`config.mk`:
```
export PLATFORM = sky130hd
export DESIGN_NAME = pin_cond_stage
export DESIGN_NICKNAME = d
export VERILOG_FILES = /design/src/rtl/pcond_pkg.sv /design/src/rtl/pcond_cfg_regs.sv /design/src/rtl/pcond_out_lane.sv /design/src/rtl/pcond_in_lane.sv /design/src/rtl/pin_cond_stage.sv
export SDC_FILE = /design/constraint.sdc
export NUM_CORES = 1
export LEC_CHECK = 0
export ABC_AREA = 0
export BUFFER_PORTS_ARGS = -buffer_cell sky130_fd_sc_hd__buf_2
export CORE_MARGIN = 4
export CORE_UTILIZATION = 53
export DETAILED_ROUTE_END_ITERATION = 7
export PLACE_DENSITY_LB_ADDON = 0.25
export SYNTH_ARGS = -nofsm -noshare
export SYNTH_HDL_FRONTEND = slang
export SYNTH_HIERARCHICAL = 1
export SYNTH_SLANG_ARGS = --single-unit
```
`constraint.sdc`:
```
create_clock -name clk -period 2.64 [get_ports clk]
set_input_delay 0.264 -clock clk [delete_from_list [all_inputs] [get_ports clk]]
set_output_delay 0.264 -clock clk [all_outputs]
set_load 0.005 [all_outputs]
```
`src/rtl/pcond_pkg.sv`:
```
// Shared register addresses for the pin conditioning stage.
// Assumes a 3-bit register address space.
package pcond_pkg;
    localparam int unsigned ADDR_W    = 3;
    localparam logic [ADDR_W-1:0] A_LOCK   = 3'd0;
    localparam logic [ADDR_W-1:0] A_ALLOW  = 3'd1;
    localparam logic [ADDR_W-1:0] A_INVERT = 3'd2;
    localparam logic [ADDR_W-1:0] A_OVR_EN = 3'd3;
    localparam logic [ADDR_W-1:0] A_OVR_VAL = 3'd4;
    localparam logic [ADDR_W-1:0] A_RAW_IN = 3'd5;
endpackage

```
`src/rtl/pcond_cfg_regs.sv`:
```
// Configuration registers: lock bit, allow mask, invert mask, override
// enable and override value, plus the read mux.
// Assumes: allow and invert are frozen while the lock bit is 0; the
// lock can only be cleared by software, never set again.
module pcond_cfg_regs
    import pcond_pkg::*;
#(
    parameter int unsigned N = 8,
    parameter logic [2*N-1:0] ALLOW_RST = '0,
    parameter logic [N-1:0]   OVR_EN_RST = '0
) (
    input  logic              clk,
    input  logic              rst_n,
    input  logic              wr_en,
    input  logic [ADDR_W-1:0] wr_addr,
    input  logic [2*N-1:0]    wr_data,
    input  logic [ADDR_W-1:0] rd_addr,
    input  logic [N-1:0]      raw_sample,
    output logic [2*N-1:0]    rd_data,
    output logic [2*N-1:0]    allow_q,
    output logic [2*N-1:0]    inv_q,
    output logic [N-1:0]      ovr_en_q,
    output logic [N-1:0]      ovr_val_q
);
    localparam int unsigned DW = 2 * N;

    logic lock_q;
    logic unused_wr_bits;

    assign unused_wr_bits = ^wr_data[DW-1:N];

    // Register updates, with the lock gating the frozen pair.
    always_ff @(posedge clk) begin
        if (!rst_n) begin
            lock_q    <= 1'b1;
            allow_q   <= ALLOW_RST;
            inv_q     <= '0;
            ovr_en_q  <= OVR_EN_RST;
            ovr_val_q <= '0;
        end else if (wr_en) begin
            case (wr_addr)
                A_LOCK:    if (!wr_data[0]) lock_q <= 1'b0;
                A_ALLOW:   if (lock_q) allow_q <= wr_data;
                A_INVERT:  if (lock_q) inv_q <= wr_data;
                A_OVR_EN:  ovr_en_q <= wr_data[N-1:0];
                A_OVR_VAL: ovr_val_q <= wr_data[N-1:0];
                default:   ;
            endcase
        end
    end

    // Read mux.
    always_comb begin
        rd_data = '0;
        case (rd_addr)
            A_LOCK:    rd_data[0] = lock_q;
            A_ALLOW:   rd_data = allow_q;
            A_INVERT:  rd_data = inv_q;
            A_OVR_EN:  rd_data[N-1:0] = ovr_en_q;
            A_OVR_VAL: rd_data[N-1:0] = ovr_val_q;
            A_RAW_IN:  rd_data[N-1:0] = raw_sample;
            default:   rd_data = '0;
        endcase
    end

    a_r7_lock_sticky: assert property (@(posedge clk) disable iff (!rst_n)
        !lock_q |=> !lock_q);
    a_r8_allow_frozen: assert property (@(posedge clk) disable iff (!rst_n)
        !lock_q |=> $stable(allow_q));
    a_r8_invert_frozen: assert property (@(posedge clk) disable iff (!rst_n)
        !lock_q |=> $stable(inv_q));
    a_r9_ovr_en_writable: assert property (@(posedge clk) disable iff (!rst_n)
        (wr_en && wr_addr == A_OVR_EN) |=> ovr_en_q == $past(wr_data[N-1:0]));
    a_r9_ovr_val_writable: assert property (@(posedge clk) disable iff (!rst_n)
        (wr_en && wr_addr == A_OVR_VAL) |=> ovr_val_q == $past(wr_data[N-1:0]));
endmodule

```
`src/rtl/pcond_out_lane.sv`:
```
// One output lane: override selection gated by the per-level allow bits,
// followed by output inversion.
// Assumes all control inputs come from registers in the same clock domain.
module pcond_out_lane (
    input  logic clk,
    input  logic rst_n,
    input  logic func,
    input  logic ovr_en,
    input  logic ovr_val,
    input  logic allow_lo,
    input  logic allow_hi,
    input  logic inv_out,
    output logic pin
);
    logic level_ok;
    logic selected;

    // Pick the override only when its level is authorized.
    always_comb begin
        level_ok = ovr_val ? allow_hi : allow_lo;
        selected = (ovr_en && level_ok) ? ovr_val : func;
        pin      = selected ^ inv_out;
    end

    a_r2_passthrough: assert property (@(posedge clk) disable iff (!rst_n)
        (!ovr_en && !inv_out) |-> pin == func);
    a_r2_refused_level: assert property (@(posedge clk) disable iff (!rst_n)
        (!allow_lo && !allow_hi && !inv_out) |-> pin == func);
endmodule

```
`src/rtl/pcond_in_lane.sv`:
```
// Input conditioning: per-pin inversion toward chip logic, plus a raw
// sample register (before inversion) for software readback.
// Assumes input pins are already synchronized to clk.
module pcond_in_lane #(
    parameter int unsigned N = 8
) (
    input  logic         clk,
    input  logic         rst_n,
    input  logic [N-1:0] pin_in,
    input  logic [N-1:0] inv_in,
    output logic [N-1:0] cond_in,
    output logic [N-1:0] raw_q
);
    // Capture raw pin levels for readback.
    always_ff @(posedge clk) begin
        if (!rst_n) raw_q <= '0;
        else        raw_q <= pin_in;
    end

    // Invert inputs as configured.
    always_comb cond_in = pin_in ^ inv_in;

    a_r5_no_invert: assert property (@(posedge clk) disable iff (!rst_n)
        (inv_in == '0) |-> cond_in == pin_in);
endmodule

```
`src/rtl/pin_cond_stage.sv`:
```
// Top of the output override and inversion stage. Wires the register
// file, one output lane per pin and the input conditioning.
// Assumes a single clock domain and synchronous active-low reset.
module pin_cond_stage
    import pcond_pkg::*;
#(
    parameter int unsigned N = 8
) (
    input  logic              clk,
    input  logic              rst_n,
    input  logic              wr_en,
    input  logic [ADDR_W-1:0] wr_addr,
    input  logic [2*N-1:0]    wr_data,
    input  logic [ADDR_W-1:0] rd_addr,
    output logic [2*N-1:0]    rd_data,
    input  logic [N-1:0]      func_out,
    output logic [N-1:0]      pin_out,
    input  logic [N-1:0]      pin_in,
    output logic [N-1:0]      cond_in
);
    localparam logic [N-1:0]   RST_PINS  = N'(8'h82);
    localparam logic [2*N-1:0] ALLOW_RST = {{N{1'b0}}, RST_PINS};

    logic [2*N-1:0] allow_q;
    logic [2*N-1:0] inv_q;
    logic [N-1:0]   ovr_en_q;
    logic [N-1:0]   ovr_val_q;
    logic [N-1:0]   raw_q;

    pcond_cfg_regs #(
        .N(N), .ALLOW_RST(ALLOW_RST), .OVR_EN_RST(RST_PINS)
    ) u_regs (
        .clk(clk), .rst_n(rst_n), .wr_en(wr_en), .wr_addr(wr_addr),
        .wr_data(wr_data), .rd_addr(rd_addr), .raw_sample(raw_q),
        .rd_data(rd_data), .allow_q(allow_q), .inv_q(inv_q),
        .ovr_en_q(ovr_en_q), .ovr_val_q(ovr_val_q)
    );

    for (genvar i = 0; i < N; i++) begin : g_lane
        pcond_out_lane u_lane (
            .clk(clk), .rst_n(rst_n), .func(func_out[i]),
            .ovr_en(ovr_en_q[i]), .ovr_val(ovr_val_q[i]),
            .allow_lo(allow_q[i]), .allow_hi(allow_q[N+i]),
            .inv_out(inv_q[N+i]), .pin(pin_out[i])
        );
    end

    pcond_in_lane #(.N(N)) u_in (
        .clk(clk), .rst_n(rst_n), .pin_in(pin_in), .inv_in(inv_q[N-1:0]),
        .cond_in(cond_in), .raw_q(raw_q)
    );
endmodule

```
==> results of run 1 <==
metal layers:
metal	vias to the layer above	wire length [um]	global-route usage
met5	-	0	0
met2	114	3759	0.3759
li1	1344	-	-
met4	0	121	0.06619
met3	12	569	0.08243
met1	1333	3964	0.3271
through the flow:
step                setup WS [ns]  total power (uW)
floorplan                   1.282              1073
global placement           0.8179              1166
detailed placement         0.7316              1170
CTS                        0.7664              1857
global route               0.6552              1932
finish                     0.7595              1845
kinds of logic (layout without fill, tap and decap cells):
kind of cell               after synthesis  in the layout  share of synthesized area
AOI/OAI and AO/OA                      118            118                     0.2709
buffers and inverters                   27             93                    0.05167
muxes                                   23             23                    0.07549
xor gates and xnor gates                16             16                    0.04522
DFF                                     57             57                     0.3682
and+or+nand+nor                         97             97                     0.1845
adders and majority gates                1              1                   0.004036
critical path: cells and delay by family:
kind                     cells  cell delay, ns
AO/OA/AOI/OAI                2            0.34
adder cells (fa/ha/maj)      1            0.33
buffers and inverters        2            0.39
AND/OR/NAND/NOR              1            0.30
layout make-up:
type	count	area (um2)	share of cell area
Multi-Input combinational cell	255	1798	0.5014
Tap cell	72	90.09	0.02512
Clock buffer	10	127.6	0.03559
Inverter	1	3.754	0.001047
Clock inverter	6	35.03	0.009770
Sequential cell	57	1141	0.3182
Timing Repair Buffer	76	390.4	0.1089
placed cells by master, fill, tap and decap left out, types with 2 or more instances in the layout:
master                        n
sky130_fd_sc_hd__nand4b_1     2
sky130_fd_sc_hd__o21ai_0     32
sky130_fd_sc_hd__nor2b_1     12
sky130_fd_sc_hd__nand2_1     19
sky130_fd_sc_hd__xnor2_1      8
sky130_fd_sc_hd__a21boi_2     8
sky130_fd_sc_hd__nor2_1       8
sky130_fd_sc_hd__mux2_2       2
sky130_fd_sc_hd__a22oi_1      8
sky130_fd_sc_hd__clkbuf_8     9
sky130_fd_sc_hd__buf_2       72
sky130_fd_sc_hd__and2_1       8
sky130_fd_sc_hd__clkinvlp_4   2
sky130_fd_sc_hd__mux2i_1     20
sky130_fd_sc_hd__and4b_1      2
sky130_fd_sc_hd__dfxtp_1     57
sky130_fd_sc_hd__xor2_1       8
sky130_fd_sc_hd__buf_4        4
sky130_fd_sc_hd__a21o_1      14
sky130_fd_sc_hd__a21boi_1    22
sky130_fd_sc_hd__clkinv_2     4
sky130_fd_sc_hd__o21ai_2      8
sky130_fd_sc_hd__a21boi_0    14
sky130_fd_sc_hd__o22ai_1      6
sky130_fd_sc_hd__nand3_1     20
sky130_fd_sc_hd__nand3b_1    21
flip-flops by register name (all words and copies together), names as in the netlist:
register / cells
u_regs/allow_q: 16
u_regs/inv_q: 16
u_in/raw_q: 8
u_regs/ovr_en_q: 8
u_regs/ovr_val_q: 8
u_regs/lock_q: 1
worst min path at each step:
stage / startpoint / endpoint / slack, ns / cells after the start
6_report: pin_in[5] / u_in/raw_q[5] / 0.15 / 2
5_1_grt: pin_in[2] / u_in/raw_q[2] / 0.14 / 2
4_1_cts: pin_in[5] / u_in/raw_q[5] / 0.14 / 2
3_5_place_dp: u_regs/allow_q[8] / u_regs/allow_q[8] / 0.49 / 2
3_3_place_gp: u_regs/ovr_en_q[3] / u_regs/ovr_en_q[3] / 0.49 / 2
2_1_floorplan: pin_in[0] / u_in/raw_q[0] / 0.39 / 1
report_power, final:
group	internal [uW]	leakage, uW	total [uW]	switching [uW]
clock	333	0.0000818	690	358
sequential	883	0.000463	902	18.8
combinational	115	0.000939	252	138
==> impl_metrics.json, run 1 <==
{
  "synth_top_area_cell": "sky130_fd_sc_hd__dfxtp_1",
  "max_fo_critical_path": 18,
  "first_iter_violations": 211,
  "drc": 0,
  "holdCritPathClass": "in -> reg",
  "synth_nets": 381,
  "outcome": "completed",
  "timing.clock.skew_ns": 0.008464,
  "crit_path_start_kind": "primary input",
  "clkTransAtPathRegs_ns": 0.07,
  "dr.pass1.iters": 4,
  "commonest_register_cell_after_synthesis": "sky130_fd_sc_hd__dfxtp_1",
  "drv.max_cap_violation_count": 0,
  "starting_density_of_the_core": 0.5560,
  "fmax_mhz": 531.8,
  "critical_path.endpoint_type": "output pin",
  "synth_cells": 339,
  "critical-path-top-cell-by-count": "sky130_fd_sc_hd__buf_2",
  "static-leakage-power_uw": 0.001485,
  "timing.slew.headroom": 0.4258,
  "grt_max_degree": 58,
  "detail_route.wl_per_cell_um": 17.64,
  "cts.htree.levels": 3,
  "fin_setup_tns_ns": 0,
  "synth_largest_type_area_fraction": 0.3682,
  "final-setup-viol-count": 0,
  "finalWorstPathRequiredPeriod_ns": 1.880,
  "slowest_stage": "sky130_fd_sc_hd__ha_1",
  "grt_util_all_layers": 0.2438,
  "share_of_flip_flops_with_an_asynchronous_set_or_reset_after_synthesis": 0,
  "path_cells": "buf_2 > ha_1 > nand3b_1 > o22ai_1 > a21o_1 > buf_2",
  "slowest_delay_ns": 0.33,
  "via_count": 2803,
  "die_w_um": 84.47,
  "finalCoreUtilization": 0.6433,
  "totalWireLength_mm": 8.416,
  "grt_antenna_before_repair": 0,
  "synth-edff-count": 0,
  "rsz_0062_raised_after_global_routing": "no",
  "cp_data_arrival_time_ns": 1.62,
  "dpl.hpwl_mm": 5.650,
  "first_global_vias": 2668,
  "dpl_cell_area_um2": 3423,
  "synth_common_cells": "sky130_fd_sc_hd__dfxtp_1, sky130_fd_sc_hd__o21ai_0, sky130_fd_sc_hd__a21boi_1, sky130_fd_sc_hd__nand3b_1",
  "ys_ff_latch": 57,
  "r2r_slack_ns": 1.08,
  "synthMostInstantiatedCell": "sky130_fd_sc_hd__dfxtp_1",
  "layout.nets": 442,
  "synthesis.area_um2": 3099,
  "clk-insertion-delay-late_ns": 0.34,
  "root_buffer": "sky130_fd_sc_hd__clkbuf_8",
  "fin_hold_ws_ns": 0.1478,
  "num_cts_buffers": 9,
  "grt_pass1_wl_mm": 13.68,
  "io_buffer_count": 72,
  "worst_pin_slew_ns": 0.8613,
  "syn_to_final_growth_pct": 15.70,
  "postCtsResizedCells": 0,
  "vias_per_cell": 5.876,
  "timing_worst_setup_path_type": "in -> out",
  "core-area_um2": 5574,
  "stdcell_area_um2": 3586,
  "post_synth_main_area_contributors": "sky130_fd_sc_hd__dfxtp_1, sky130_fd_sc_hd__mux2i_1, sky130_fd_sc_hd__a21boi_1",
  "powerDensity_nw_per_um2": 514.4,
  "critPathLaunch": "rd_addr[2]",
  "cts_buffer_depth": 2,
  "design.die.area_um2": 7135,
  "timing.final.crit_share": 0.7123,
  "n_antenna_cell": 0,
  "cts.repair_timing.setup_buffer_count": 0,
  "ios": 73,
  "num-fill-cells": 513,
  "cts_hold_buffers": 0,
  "fp-row-count": 27,
  "worst_vdd_ir_uv": 340.5,
  "synth-seq-area-share": 0.3682,
  "cts_tree": "built",
  "slew_viol_final": 0,
  "overflow": 0,
  "critical_path.reg2reg.endpoint": "u_regs/inv_q[12]",
  "dpl.cell_count": 461,
  "final_layout_size_suffix_gt1_frac": 0.2765,
  "required_ns": 2.38,
  "critPathCapture": "rd_data[2]",
  "finalHoldViolCount": 0,
  "floorplan.die.height_um": 84.47,
  "rr_worst_depth": 3,
  "worstReg2RegStart": "u_regs/lock_q",
  "ant_nets": 0,
  "final_cell_count_no_fill": 477,
  "clkSinkCount": 57,
  "yosysWarnings": 6,
  "finalWeightedCongestion": 0.8759,
  "synth_area_per_cell_um2": 9.142,
  "synth_cell_type_count": 40
}
Note: power is estimated with default switching activity, not from simulation.
==> run 2, diff against run 1 <==
--- a/config.mk
+++ b/config.mk
@@ -8,7 +8,7 @@
 export ABC_AREA = 0
 export BUFFER_PORTS_ARGS = -buffer_cell sky130_fd_sc_hd__buf_2
 export CORE_MARGIN = 4
-export CORE_UTILIZATION = 53
+export CORE_UTILIZATION = 49
 export DETAILED_ROUTE_END_ITERATION = 7
 export PLACE_DENSITY_LB_ADDON = 0.25
 export SYNTH_ARGS = -nofsm -noshare
==> constraint.sdc (replaced) <==
create_clock -name clk -period 1.7 [get_ports clk]
set_input_delay 0.17 -clock clk [delete_from_list [all_inputs] [get_ports clk]]
set_output_delay 0.17 -clock clk [all_outputs]
set_load 0.005 [all_outputs]
==> run 2 against run 1 <==
Highest routed layer unchanged. Wire length up 1.5%. Power up 62%. Critical endpoint is now rd_data[1]. Sequential power up 55%. Global-route usage down 1.4 points.
==> impl_metrics.json, run 2 (synthesized netlist as in run 1, its figures left out) <==
{
  "outcome": "completed",
  "detail_route.wl_per_cell_um": 17.44,
  "ant_nets": 0,
  "cts_hold_buffers": 0,
  "timing_worst_setup_path_type": "reg -> out",
  "design.die.area_um2": 7662,
  "fin_setup_tns_ns": 0,
  "final-setup-viol-count": 0,
  "grt_pass1_wl_mm": 13.53,
  "multi_input_area_um2": 1804,
  "dpl_cell_area_um2": 3510,
  "num-fill-cells": 562,
  "worstReg2RegStart": "u_regs/lock_q",
  "slowest_stage": "sky130_fd_sc_hd__dfxtp_2",
  "slew_viol_final": 0,
  "reg_top3": "u_regs/allow_q x16, u_regs/inv_q x16",
  "rsz_0062_raised_after_global_routing": "yes",
  "static-leakage-power_uw": 0.001557,
  "layout_commonest_cell": "sky130_fd_sc_hd__buf_2",
  "timing.slew.headroom": 0.6726,
  "die_w_um": 87.53,
  "total_power_uw": 2980,
  "clkSinkCount": 57,
  "cts_buffer_depth": 2,
  "layout.area.seq_um2": 1142,
  "final_layout_size_suffix_gt1_frac": 0.3012,
  "timing.clock.skew_ns": 0.005434,
  "n_antenna_cell": 0,
  "syn_to_final_growth_pct": 19.30,
  "finalWorstPathRequiredPeriod_ns": 1.669,
  "critPathLaunch": "u_regs/ovr_en_q[1]",
  "grt_max_degree": 58,
  "first_global_vias": 2705,
  "fp-row-count": 28,
  "postCtsResizedCells": 0,
  "worst_vdd_ir_uv": 570.9,
  "finalWeightedCongestion": 0.8173,
  "grt_util_all_layers": 0.2294,
  "critical_path.top_delay_family": "compound AO/OA/AOI/OAI gates",
  "cp_data_arrival_time_ns": 1.50,
  "cts.htree.levels": 3,
  "required_ns": 1.53,
  "cts_tree": "built",
  "max_fo_critical_path": 4,
  "postLayoutSetupSlackWorst_ns": 0.03075,
  "finalHoldViolCount": 0,
  "worst-path-buf-inv": 1,
  "slowest_delay_ns": 0.34,
  "totalWireLength_mm": 8.546,
  "core-area_um2": 6026,
  "starting_density_of_the_core": 0.5143,
  "timing.final.crit_share": 0.9819,
  "clkTransAtPathRegs_ns": 0.07,
  "dr.pass1.iters": 4,
  "grt_antenna_before_repair": 0,
  "dpl.hpwl_mm": 6.042,
  "vias_per_cell": 5.839,
  "first_iter_violations": 258,
  "hold_path.startpoint": "pin_in[4]",
  "worst_pin_slew_ns": 0.4911,
  "critical_path.endpoint_type": "output pin",
  "overflow": 0,
  "io_buffer_count": 72,
  "path_cells": "mux2_1 > a32o_1 > o22a_1 > buf_2",
  "root_buffer": "sky130_fd_sc_hd__clkbuf_8",
  "clk-insertion-delay-late_ns": 0.34,
  "drv.max_cap_violation_count": 0,
  "drc": 0,
  "fmax_mhz": 599.1,
  "floorplan.die.height_um": 87.53,
  "layout_common_cells": "sky130_fd_sc_hd__buf_2, sky130_fd_sc_hd__dfxtp_1, sky130_fd_sc_hd__o21ai_0, sky130_fd_sc_hd__a21boi_1, sky130_fd_sc_hd__nand3b_1",
  "ios": 73,
  "num_cts_buffers": 9,
  "layout.nets": 453,
  "holdCritPathClass": "in -> reg",
  "crit_path_start_kind": "register",
  "powerDensity_nw_per_um2": 806.0,
  "via_count": 2861,
  "cts.repair_timing.setup_buffer_count": 0,
  "setup_slack_at_placement_ns": 0.1405,
  "stdcell_area_um2": 3697,
  "finalCoreUtilization": 0.6136
}
## run 2: cell count changes in the layout (fill, tap and decap cells not counted), sizes merged
cell / change
buf: +11
clkinv: -1
clkbuf: +2
clkinvlp: -2
## run 2: layer usage
metal / global-route usage / part of all wire
met5: 0 / 0
met4: 0.06695 / 0.014
met3: 0.04986 / 0.095
met2: 0.3596 / 0.45
met1: 0.3174 / 0.44
## run 2: per-stage QoR
step                std cells  hold WS, ns
finish                    490      0.05321
global route              490      0.05300
CTS                       490      0.04825
detailed placement        475       0.4009
global placement          475       0.3953
floorplan                 339       0.2917
## run 2: final cells by class
type                    count  share of cell area
inverters                   1            0.001015
multi-input cells         255              0.4880
flip-flops and latches     57              0.3090
well taps                  75             0.02538
clock buffers              12             0.04467
repair buffers             87              0.1279
clock inverters             3            0.004061
## run 2: path summary, 6_finish.rpt
kind	end	slack [ns]	cells past startpoint
max reg2reg	u_regs/inv_q[12]	0.36	4
min	u_in/raw_q[4]	0.05	2
max	rd_data[1]	0.03	4
min reg2reg	u_regs/ovr_en_q[1]	0.51	2
## run 2: report_power, final
group	internal [uW]	total, uW	switching, uW
logic	192	408	216
registers	1370	1400	29.8
clock network	632	1170	538
## run 2: worst reg2reg max path, stage by stage, from the launching register on
cell                       delay, ns
sky130_fd_sc_hd__dfxtp_1        0.45
sky130_fd_sc_hd__and4b_1        0.36
sky130_fd_sc_hd__buf_4          0.21
sky130_fd_sc_hd__nand3b_1       0.08
sky130_fd_sc_hd__a21boi_0       0.16
==> run 3, diff against run 2 <==
--- a/config.mk
+++ b/config.mk
@@ -11,6 +11,7 @@
 export CORE_UTILIZATION = 49
 export DETAILED_ROUTE_END_ITERATION = 7
 export PLACE_DENSITY_LB_ADDON = 0.25
+export RECOVER_POWER = 25
 export SYNTH_ARGS = -nofsm -noshare
 export SYNTH_HDL_FRONTEND = slang
 export SYNTH_HIERARCHICAL = 1
==> run 3 against run 2 <==
Cell count stayed put. Count of clock-buffer cells in the layout is the same. Core utilization decreased by 0.10 points. Non-clock buffer count stayed put. Worst setup slack gained 0.0020 ns. Highest routed layer unchanged. Die area unchanged. First-iteration DRC count fell by 0.39%. Cell area fell by 0.17%. Maximum frequency up 0.12%. Sequential power about the same. Critical endpoint unchanged. Largest cell class unchanged. Clock power barely moved.
==> impl_metrics.json, run 3 (synthesized netlist as in run 1, its figures left out) <==
{
  "outcome": "completed",
  "grt_max_degree": 58,
  "worst_pin_slew_ns": 0.9397,
  "finalWeightedCongestion": 0.8173,
  "dpl_cell_area_um2": 3510,
  "critPathLaunch": "u_regs/ovr_en_q[1]",
  "num_cts_buffers": 9,
  "via_count": 2845,
  "final-setup-viol-count": 0,
  "overflow": 0,
  "vias_per_cell": 5.806,
  "cts.htree.levels": 3,
  "cp_data_arrival_time_ns": 1.50,
  "total_power_uw": 2976,
  "dr.pass1.iters": 4,
  "timing.clock.skew_ns": 0.005586,
  "rr_worst_depth": 4,
  "slowest_delay_ns": 0.34,
  "drc": 0,
  "syn_to_final_growth_pct": 19.10,
  "layout_common_cells": "sky130_fd_sc_hd__buf_2, sky130_fd_sc_hd__dfxtp_1, sky130_fd_sc_hd__o21ai_0, sky130_fd_sc_hd__nand3b_1",
  "core-area_um2": 6026,
  "critical_path.reg2reg.endpoint": "u_regs/inv_q[12]",
  "rsz_0062_raised_after_global_routing": "yes",
  "timing.slew.headroom": 0.3735,
  "io_buffer_count": 72,
  "reg_top3": "u_regs/allow_q x16, u_regs/inv_q x16",
  "n_antenna_cell": 0,
  "timing_worst_setup_path_type": "reg -> out",
  "fmax_mhz": 599.8,
  "clk-insertion-delay-late_ns": 0.34,
  "powerDensity_nw_per_um2": 806.3,
  "starting_density_of_the_core": 0.5143,
  "static-leakage-power_uw": 0.001552,
  "worst_vdd_ir_uv": 572.4,
  "crit_path_start_kind": "register",
  "detail_route.wl_per_cell_um": 17.49,
  "fin_hold_ws_ns": 0.05441,
  "max_fo_critical_path": 4,
  "holdCritPathClass": "in -> reg",
  "first_global_vias": 2705,
  "cts.repair_timing.setup_buffer_count": 0,
  "critical_path.endpoint_type": "output pin",
  "first_iter_violations": 257,
  "drv.max_cap_violation_count": 0,
  "worstReg2RegStart": "u_regs/lock_q",
  "layout.nets": 453,
  "timing.final.crit_share": 0.9807,
  "ant_nets": 0,
  "slew_viol_final": 0,
  "design.die.area_um2": 7662,
  "root_buffer": "sky130_fd_sc_hd__clkbuf_8",
  "floorplan.die.height_um": 87.53,
  "die_w_um": 87.53,
  "critPathCapture": "rd_data[1]",
  "r2r_slack_ns": 0.35,
  "stdcell_area_um2": 3691,
  "finalHoldViolCount": 0,
  "cts_buffer_depth": 2,
  "layout_commonest_cell": "sky130_fd_sc_hd__buf_2",
  "fp-row-count": 28,
  "num-fill-cells": 562,
  "path_cells": "mux2_1 > a32o_1 > o22a_1 > buf_2",
  "required_ns": 1.53,
  "clkSinkCount": 57,
  "ios": 73,
  "final_layout_size_suffix_gt1_frac": 0.2964,
  "grt_pass1_wl_mm": 13.53,
  "grt_util_all_layers": 0.2294,
  "slowest_stage": "sky130_fd_sc_hd__dfxtp_2",
  "clkTransAtPathRegs_ns": 0.07,
  "finalWorstPathRequiredPeriod_ns": 1.667,
  "totalWireLength_mm": 8.568,
  "grt_antenna_before_repair": 0,
  "dpl.hpwl_mm": 6.042,
  "finalCoreUtilization": 0.6125,
  "cts_tree": "built"
}
run 3: how the worst min path moves through the flow:
| stage | start | end | slack, ns | depth (start not counted) |
|---|---|---|---|---|
| after floorplan | pin_in[0] | u_in/raw_q[0] | 0.29 | 1 |
| after global placement | pin_in[2] | u_in/raw_q[2] | 0.40 | 2 |
| after detailed placement | pin_in[2] | u_in/raw_q[2] | 0.40 | 2 |
| after CTS | pin_in[7] | u_in/raw_q[7] | 0.05 | 2 |
| after global routing | pin_in[4] | u_in/raw_q[4] | 0.05 | 2 |
| final | pin_in[4] | u_in/raw_q[4] | 0.05 | 2 |
run 3: metal layers:
metal	GRT usage	up-vias	routed length, um
met2	0.3596	117	3921
li1	-	1370	-
met3	0.04986	8	768
met1	0.3174	1350	3774
met5	0	-	0
met4	0.06695	0	104
run 3: worst max-delay path, delay by kind of cell, from the launching register on:
kind	cells	cell delay [ns]
compound gates	2	0.42
flops	1	0.34
buf+inv	1	0.12
mux	1	0.29
run 3: through the flow:
step	worst slack, ns	std cells	TNS (ns)
CTS	0.001230	490	0
finish	0.03277	490	0
floorplan	0.5303	339	0
global placement	0.1735	475	0
detailed placement	0.1405	475	0
global route	-0.03422	490	-0.03422
run 3: final cells by class:
type / count / area, um2 / share of cell area
multi-input cells: 255 / 1804 / 0.4888
well taps: 75 / 93.84 / 0.02542
repair buffers: 87 / 466.7 / 0.1264
inverters: 1 / 3.754 / 0.001017
flip-flops and latches: 57 / 1142 / 0.3095
clock buffers: 12 / 165.2 / 0.04475
clock inverters: 3 / 15.01 / 0.004068
run 3: report_power, final:
group	switching, uW	internal (uW)	total, uW	leakage (uW)
registers	29.8	1370	1400	0.000463
logic	215	191	407	0.000991
clock network	535	632	1170	0.0000980
run 3: timing repair:
item / CTS / global route
hold buffers: 0 / 0
setup endpoints to repair: 0 / 2
gates resized for setup: 0 / 2
